<file path="src/rtl/wdt_pkg.sv">
// Package: shared field positions and the configuration type of the
// watchdog timer. Assumes an 8-bit control register.
package wdt_pkg;

    localparam int REG_W   = 8;
    localparam int EN_POS  = 7;
    localparam int SEL_W   = 2;
    localparam int NUM_SEL = 1 << SEL_W;

    typedef struct packed {
        logic             en;
        logic [SEL_W-1:0] sel;
    } wdt_cfg_t;

endpackage

</file>
<file path="src/rtl/wdt_cfg_reg.sv">
// Control register: captures the enable flag and the timeout selector on a
// write strobe and builds the read value, with unused bits read as zero.
// Assumes a single-cycle write strobe in the clk domain.
module wdt_cfg_reg
    import wdt_pkg::*;
(
    input  logic             clk,
    input  logic             rst_n,
    input  logic             wr,
    input  logic             wr_en,
    input  logic [SEL_W-1:0] wr_sel,
    output wdt_cfg_t         cfg,
    output logic [REG_W-1:0] rd_data
);

    // Hold the configuration fields; cleared by reset.
    always_ff @(posedge clk) begin
        if (!rst_n) begin
            cfg <= '0;
        end else if (wr) begin
            cfg.en  <= wr_en;
            cfg.sel <= wr_sel;
        end
    end

    // Build the read value from the stored fields.
    always_comb begin
        rd_data             = '0;
        rd_data[EN_POS]     = cfg.en;
        rd_data[SEL_W-1:0]  = cfg.sel;
    end

endmodule

</file>
<file path="src/rtl/wdt_sync.sv">
// Synchronizer chain for an asynchronous level input. Resets to the
// inactive (high) level. Assumes STAGES >= 2.
module wdt_sync #(
    parameter int STAGES = 2
) (
    input  logic clk,
    input  logic rst_n,
    input  logic async_in,
    output logic sync_out
);

    logic [STAGES-1:0] chain;

    genvar g;
    generate
        for (g = 0; g < STAGES; g++) begin : g_stage
            if (g == 0) begin : g_first
                // Capture the asynchronous input.
                always_ff @(posedge clk) begin
                    if (!rst_n) chain[0] <= 1'b1;
                    else        chain[0] <= async_in;
                end
            end else begin : g_next
                // Pass the level one stage further.
                always_ff @(posedge clk) begin
                    if (!rst_n) chain[g] <= 1'b1;
                    else        chain[g] <= chain[g-1];
                end
            end
        end
    endgenerate

    assign sync_out = chain[STAGES-1];

endmodule

</file>
<file path="src/rtl/wdt_downcount.sv">
// Tick-driven down-counter. A restart loads the period of the selector it
// is given. A tick that takes the count from 1 to 0 with no restart pending
// raises a one-cycle expiry pulse. Assumes every period is at least 1.
module wdt_downcount
    import wdt_pkg::*;
#(
    parameter int P0 = 100,
    parameter int P1 = 200,
    parameter int P2 = 500,
    parameter int P3 = 1000,
    parameter int CNT_W = 10
) (
    input  logic             clk,
    input  logic             rst_n,
    input  logic             tick,
    input  logic             restart,
    input  logic             running,
    input  logic [SEL_W-1:0] load_sel,
    output logic             expire
);

    logic [CNT_W-1:0] count;
    logic [CNT_W-1:0] load_val;

    // Map the selector to its period in ticks.
    always_comb begin
        unique case (load_sel)
            2'd0:    load_val = CNT_W'(P0);
            2'd1:    load_val = CNT_W'(P1);
            2'd2:    load_val = CNT_W'(P2);
            default: load_val = CNT_W'(P3);
        endcase
    end

    // Load on a restart, otherwise step down once per tick until zero.
    always_ff @(posedge clk) begin
        if (!rst_n) begin
            count <= CNT_W'(P0);
        end else if (restart) begin
            count <= load_val;
        end else if (tick && count != '0) begin
            count <= count - 1'b1;
        end
    end

    // Flag the tick that empties the counter; a restart masks it.
    assign expire = running && tick && !restart && (count == CNT_W'(1));

endmodule

</file>
<file path="src/rtl/wdt_latch.sv">
// Sticky expiry latch: set by an expiry pulse and cleared only while the
// timer is disabled. Assumes set and disabled are never both true.
module wdt_latch (
    input  logic clk,
    input  logic rst_n,
    input  logic set,
    input  logic enabled,
    output logic fired
);

    // Remember expiry until the enable flag is cleared.
    always_ff @(posedge clk) begin
        if (!rst_n)        fired <= 1'b0;
        else if (!enabled) fired <= 1'b0;
        else if (set)      fired <= 1'b1;
    end

endmodule

</file>
<file path="src/rtl/wdt_timer.sv">
// Retriggerable watchdog timer top. It ties together the control register,
// the rearm synchronizer, the down-counter and the sticky output latch.
// Assumes tick is a one-cycle enable in the clk domain and rearm_n is
// asynchronous.
module wdt_timer
    import wdt_pkg::*;
#(
    parameter int P0 = 100,
    parameter int P1 = 200,
    parameter int P2 = 500,
    parameter int P3 = 1000,
    parameter int SYNC_STAGES = 2
) (
    input  logic             clk,
    input  logic             rst_n,
    input  logic             tick,
    input  logic             reg_wr,
    input  logic [REG_W-1:0] reg_wdata,
    output logic [REG_W-1:0] rd_data,
    input  logic             rearm_n,
    output logic             expire_n
);

    localparam int PMAX01 = (P0 > P1) ? P0 : P1;
    localparam int PMAX23 = (P2 > P3) ? P2 : P3;
    localparam int PMAX   = (PMAX01 > PMAX23) ? PMAX01 : PMAX23;
    localparam int CNT_W  = $clog2(PMAX + 1);

    wdt_cfg_t         cfg;
    logic             rearm_sync_n;
    logic             restart;
    logic [SEL_W-1:0] next_sel;
    logic             expire_pulse;
    logic             fired;

    wdt_cfg_reg u_cfg (
        .clk     (clk),
        .rst_n   (rst_n),
        .wr      (reg_wr),
        .wr_en   (reg_wdata[EN_POS]),
        .wr_sel  (reg_wdata[SEL_W-1:0]),
        .cfg     (cfg),
        .rd_data (rd_data)
    );

    wdt_sync #(.STAGES(SYNC_STAGES)) u_sync (
        .clk      (clk),
        .rst_n    (rst_n),
        .async_in (rearm_n),
        .sync_out (rearm_sync_n)
    );

    // Restart on a write, on a synchronized rearm, or while disabled.
    assign restart  = reg_wr || !rearm_sync_n || !cfg.en;
    assign next_sel = reg_wr ? reg_wdata[SEL_W-1:0] : cfg.sel;

    wdt_downcount #(
        .P0(P0), .P1(P1), .P2(P2), .P3(P3), .CNT_W(CNT_W)
    ) u_count (
        .clk      (clk),
        .rst_n    (rst_n),
        .tick     (tick),
        .restart  (restart),
        .running  (cfg.en),
        .load_sel (next_sel),
        .expire   (expire_pulse)
    );

    wdt_latch u_latch (
        .clk     (clk),
        .rst_n   (rst_n),
        .set     (expire_pulse),
        .enabled (cfg.en),
        .fired   (fired)
    );

    assign expire_n = !fired;

endmodule

</file>
<file path="config.mk">
export PLATFORM = sky130hd
export DESIGN_NAME = wdt_timer
export DESIGN_NICKNAME = d
export VERILOG_FILES = /design/src/rtl/wdt_pkg.sv /design/src/rtl/wdt_cfg_reg.sv /design/src/rtl/wdt_sync.sv /design/src/rtl/wdt_downcount.sv /design/src/rtl/wdt_latch.sv /design/src/rtl/wdt_timer.sv
export SDC_FILE = /design/constraint.sdc
export NUM_CORES = 1
export LEC_CHECK = 0
export ABC_AREA = 1
export CAP_MARGIN = 20
export CORE_MARGIN = 2
export CORE_UTILIZATION = 45
export DETAILED_ROUTE_END_ITERATION = 6
export GPL_ROUTABILITY_DRIVEN = 0
export PLACE_DENSITY = 0.74
export SYNTH_ARGS = -nofsm -noshare
export SYNTH_HDL_FRONTEND = slang
export SYNTH_HIERARCHICAL = 1
export SYNTH_SLANG_ARGS = --single-unit
</file>
<file path="constraint.sdc">
create_clock -name clk -period 1.4 [get_ports clk]
set_clock_uncertainty 0.1 [all_clocks]
set_input_delay 0.28 -clock clk [delete_from_list [all_inputs] [get_ports clk]]
set_output_delay 0.28 -clock clk [all_outputs]
set_load 0.005 [all_outputs]
</file>
# [Yosys cells after proc, flatten, opt, wreduce, memory -nomap -nowiden]
# Index checks and enable logic that the tools add are counted.
[word_totals] regBits=16 input_bits=13
[classes] n_mux=4 add_sub_neg=1 n_eq_ne=3 n_reduce_logical=14
[ops] cell="10-bit one-hot mux with 3 select lines" n=1
[ops] cell="10-bit two-way mux" n=2
[ops] cell="10-bit by 1-bit equality test with 1-bit output, second input constant" n=1
[ops] cell="10-bit nonzero test" n=1
[ops] cell="10-bit by 1-bit subtractor with 10-bit output, second input constant" n=1
[ops] cell="1-bit logical AND" n=4
[ops] cell="1-bit logical NOT" n=4
[ops] cell="2-bit by 1-bit equality test with 1-bit output, second input constant" n=1
[ops] cell="2-bit equality test, second input constant" n=1
[ops] cell="2-bit logical NOT" n=1
[ops] cell="1-bit logical OR" n=2
[ops] cell="2-bit two-way mux" n=1
[ops] cell="2-bit AND reduction" n=1
[ops] cell="2-bit nonzero test" n=1

# [Logic depth before layout (Yosys ltp)]
[depth] depth_word=6 depth_mapped=10

# [Hierarchy]
# The synthesis kept the hierarchy.
[by_module_without_submodules] mod="wdt_downcount" cells_each=110 instances=1 seq_area_each_um2=200.2 area_each_um2=750.7
[by_module_without_submodules] mod="wdt_cfg_reg" cells_each=27 instances=1 seq_area_each_um2=60.1 area_each_um2=180.2
[by_module_without_submodules] mod="wdt_sync" cells_each=6 instances=1 seq_area_each_um2=40.0 area_each_um2=55.1
[by_module_without_submodules] mod="wdt_timer" cells_each=9 instances=1 seq_area_each_um2=0.0 area_each_um2=35.0
[by_module_without_submodules] mod="wdt_latch" cells_each=4 instances=1 seq_area_each_um2=20.0 area_each_um2=31.3

# [Worst setup path before layout]
# OpenSTA, ideal clock, no wires.
[synth_path] path_type="register -> register" from="reg u_count.count[0]" to="reg u_count.count[9]" setup_slack_ps=-41 arrival_ps=1226 stages_incl_launch_ff=10 required_time_ps=1185 setup_time_ps=115 path_cell_list="dfxtp_1 inv_2 ha_1 nand2_2 nor2_4 nand3_4 nand2_8 nand2_8 o21ai_1 nor2_1"
[synth_via] elab_chain_cells=3
[synth_lines] element="from (decl)" line_no="wdt_downcount.sv:22" source="logic [CNT_W-1:0] count;"
[synth_lines] element="from (signal assigned)" line_no="wdt_downcount.sv:38" source="count <= CNT_W'(P0);"
[synth_lines] element="from (signal assigned)" line_no="wdt_downcount.sv:40" source="count <= load_val;"
[synth_lines] element="from (signal assigned)" line_no="wdt_downcount.sv:42" source="count <= count - 1'b1;"
[synth_lines] element="10-bit by 1-bit subtractor with 10-bit output or 10-bit nonzero test (tied branches)" line_no="wdt_downcount.sv:42, wdt_downcount.sv:41"
[synth_lines] element="10-bit two-way mux or 1-bit logical AND (tied branches)" line_no="wdt_downcount.sv:41" source="end else if (tick && count != '0) begin"
[synth_lines] element="10-bit two-way mux or 2-bit nonzero test (tied branches)"
# Parallel ways exist; a longest one is shown, timed or not. The select of a mux whose other input is x is not followed.
# A chain may end at the register's enable or synchronous reset.

# [Worst setup path after layout]
[layout_path] from="reg u_count.count[0]" to="reg u_count.count[7]"
# Same word-level chain as after synthesis.

==> metrics.json <==
{
  "final_layout": {
    "multiInputGateArea_sq_um": 713,
    "finish.instance_area_sq_mm": 0.00149,
    "design.final.nets": 208,
    "register_cell_area_after_layout_sq_um": 327,
    "most_frequent_cells_in_the_layout": "34 x nand2_1, 21 x buf_4, 20 x nor2_1",
    "layoutNonFillerInstCount": 220,
    "layout.core_utilization_pct": 67.3,
    "mostFrequentLayoutCell": "nand2_1",
    "layout.filler_cells": 199,
    "area_growth_syn_to_layout_pct": 41.5,
    "antennaDiodeCount": 0,
    "layout-drive-gt1-share_pct": 37.5
  },
  "sta": {
    "post-route-worst-setup-slack_ps": -63.3,
    "final_worst_path_period_share_pct": 105,
    "rsz0062_at_grt": "yes",
    "timing.final.crit_period_ps": 1460,
    "timing_hold_violations_final": 0,
    "max_freq_mhz": 683,
    "setup-tns-final_ps": -274,
    "timing.hold.ws_ps": 321,
    "slew_violations": 0,
    "setup-violations-final": 8
  },
  "yosys": {
    "netlist_top_cells_area": "dfxtp_1 30%, nand2_1 13%, nor2_1 8.6%, nand3_1 6.7%, buf_4 6.4%",
    "share_of_the_yosys_chip_area_belonging_to_registers_pct": 30.4,
    "synth.lib_cells_used.distinct": 25,
    "synth.largest_area_cell": "dfxtp_1",
    "synth.top_cell.area_share_pct": 30.4,
    "syn-instance-count": 156,
    "synth.ff_latch_count": 16,
    "netlist_area_sq_mm": 0.00105,
    "syn_area_per_cell_sq_um": 6.75,
    "yosys_warnings": 6
  },
  "clocking": {
    "cts_num_sinks": 16,
    "clk_root_buffer_cell": "clkbuf_4",
    "clock_buffer_count_from_cts": 3,
    "cts.clk_slew.worst_paths_ps": 110,
    "worstSkewPairLatency_ps": 290,
    "cts_htree_levels": 1,
    "cts.hold.buffers_added": 0,
    "cts-root-to-sink-buffers": 2,
    "tritoncts": "done"
  },
  "placed_design": {
    "postPlaceCellArea_sq_mm": 0.00129,
    "placedCellCount": 207,
    "dp.final_hpwl_mm": 1.87,
    "io_buffers": 11,
    "pre_cts_ws_ps": -329
  },
  "power_and_ir_drop": {
    "power-per-cell-area_mw_per_mm2": 745,
    "power.leakage_nw": 0.677,
    "totalPowerFinal_mw": 1.11,
    "vdd_drop_max_mv": 0.456
  },
  "global_route": {
    "grt_pass1_wl_mm": 4.49,
    "global_route.usage.total_pct": 22.4,
    "grt_antenna_before_repair": 0,
    "first_global_vias": 1104,
    "maximum_number_of_pins_on_one_net_before_global_route_repair": 12,
    "remaining_overflow_grt": 0
  },
  "route": {
    "num_vias": 1130,
    "drc": 0,
    "drt-pass1-iter-count": 4,
    "finalWirelength_mm": 2.72,
    "drtAntennaViolNets": 0,
    "wire_per_inst_um": 12.4,
    "viasPerCell": 5.14,
    "detail_route.iter0.violations": 35
  },
  "floorplanning": {
    "die_area_sq_mm": 0.00274,
    "io-pin-count": 22,
    "core_area_sq_mm": 0.00221,
    "placementRows": 17,
    "die_height_um": 52.4,
    "die-width_um": 52.4,
    "start_util_pct": 47.6
  },
  "critical_path": {
    "critical_path.startpoint_type": "flip-flop",
    "maximum_net_fanout_on_the_critical_path": 6,
    "timing.critical_path.required_ps": 1500,
    "timing.critical_path.arrival_ps": 1560,
    "timing_worst_setup_path_type": "flip-flop to flip-flop",
    "worst_setup_path_end_kind": "flip-flop",
    "worst-r2r-setup-slack_ps": -60
  },
  "flow_run": {
    "max_cap_violations": 0
  },
  "status": {
    "outcome": "finished with violations",
    "violated_checks": "setup timing"
  },
  "min_path": {
    "worst_hold_path_type": "flip-flop to flip-flop"
  }
}
==> cell usage after synthesis <==
cell type	count
inv_1	11
o21ai_2	1
clkinv_2	1
nor3_1	1
xor2_1	1
ha_1	2
inv_2	7
nand2_2	2
nand3_1	14
a21oi_1	7
nand3_2	1
conb_1	1
nand2_1	36
o211ai_2	1
nand2_8	2
nand4_1	1
buf_4	9
nor2_4	3
dfxtp_1	16
buf_6	1
o21ai_1	5
a31oi_1	1
o21ai_0	7
nor2_1	24
nand3_4	1
==> final cells by class <==
type / instances / share of cell area (%)
flip-flops and latches: 16 / 21.9
repair inverters: 1 / 0.336
multi-input cells: 117 / 47.9
well taps: 28 / 2.35
inverters: 19 / 5.13
repair buffers: 35 / 19.9
clock buffers: 4 / 2.44
==> per-layer routing <==
layer  share of wire, %  wire length (um)  vias up  track usage, %
met2                 51              1400       43            41.9
met5                  0                 0        -               0
li1                   -                 -      562               -
met3                6.0               163       11            4.00
met4                2.4                66        0            9.40
met1                 40              1090      514            24.2
==> timing repair <==
item | in CTS | in global routing
gates cloned | 2 | 1
setup endpoints to repair | 13 | 11
buffers inserted | 6 | 2
pin swaps | 16 | 7
endpoints found under the hold margin | 0 | 0
resized for setup | 25 | 6
==> critical path, cell delays in order, from the launching register on <==
cell,delay [ps]
dfxtp_2,330
inv_2,70
ha_4,150
nand2_4,50
nor2_4,110
nand3_4,130
nand2_8,140
nand2_8,80
o21ai_2,150
nor2_1,60
==> flip-flops by register name, indices dropped and copies added (netlist names) <==
| name | flops |
|---|---|
| u_cfg/cfg | 3 |
| u_count/count | 10 |
| u_latch/fired | 1 |
| u_sync/chain | 1 |
| u_sync/sync_out | 1 |
==> kinds of logic (layout without fill, tap and decap cells) <==
| family | after synthesis | in the layout | synth area share (%) |
|---|---|---|---|
| fa+ha+maj | 2 | 2 | 2.38 |
| compound gates | 22 | 22 | 11.7 |
| xor+xnor | 1 | 1 | 0.832 |
| flops | 16 | 16 | 30.4 |
| other cells | 1 | 5 | 0.356 |
| buf+inv | 29 | 59 | 14.4 |
| simple gates | 85 | 87 | 40.0 |
==> worst paths after layout <==
check                                 startpoint                to  cells past startpoint
worst max-delay path            u_count/count[0]  u_count/count[7]                      9
worst min-delay path             u_sync/chain[0]   u_sync/sync_out                      2
worst max register to register  u_count/count[0]  u_count/count[7]                      9
worst min register to register   u_sync/chain[0]   u_sync/sync_out                      2
==> power by group <==
group          internal [mW]  switching [mW]
Combinational          0.126           0.162
Sequential             0.481          0.0249
Clock                  0.158           0.157
Total                  0.765           0.343
No activity file was read; power rests on OpenSTA's default activity.
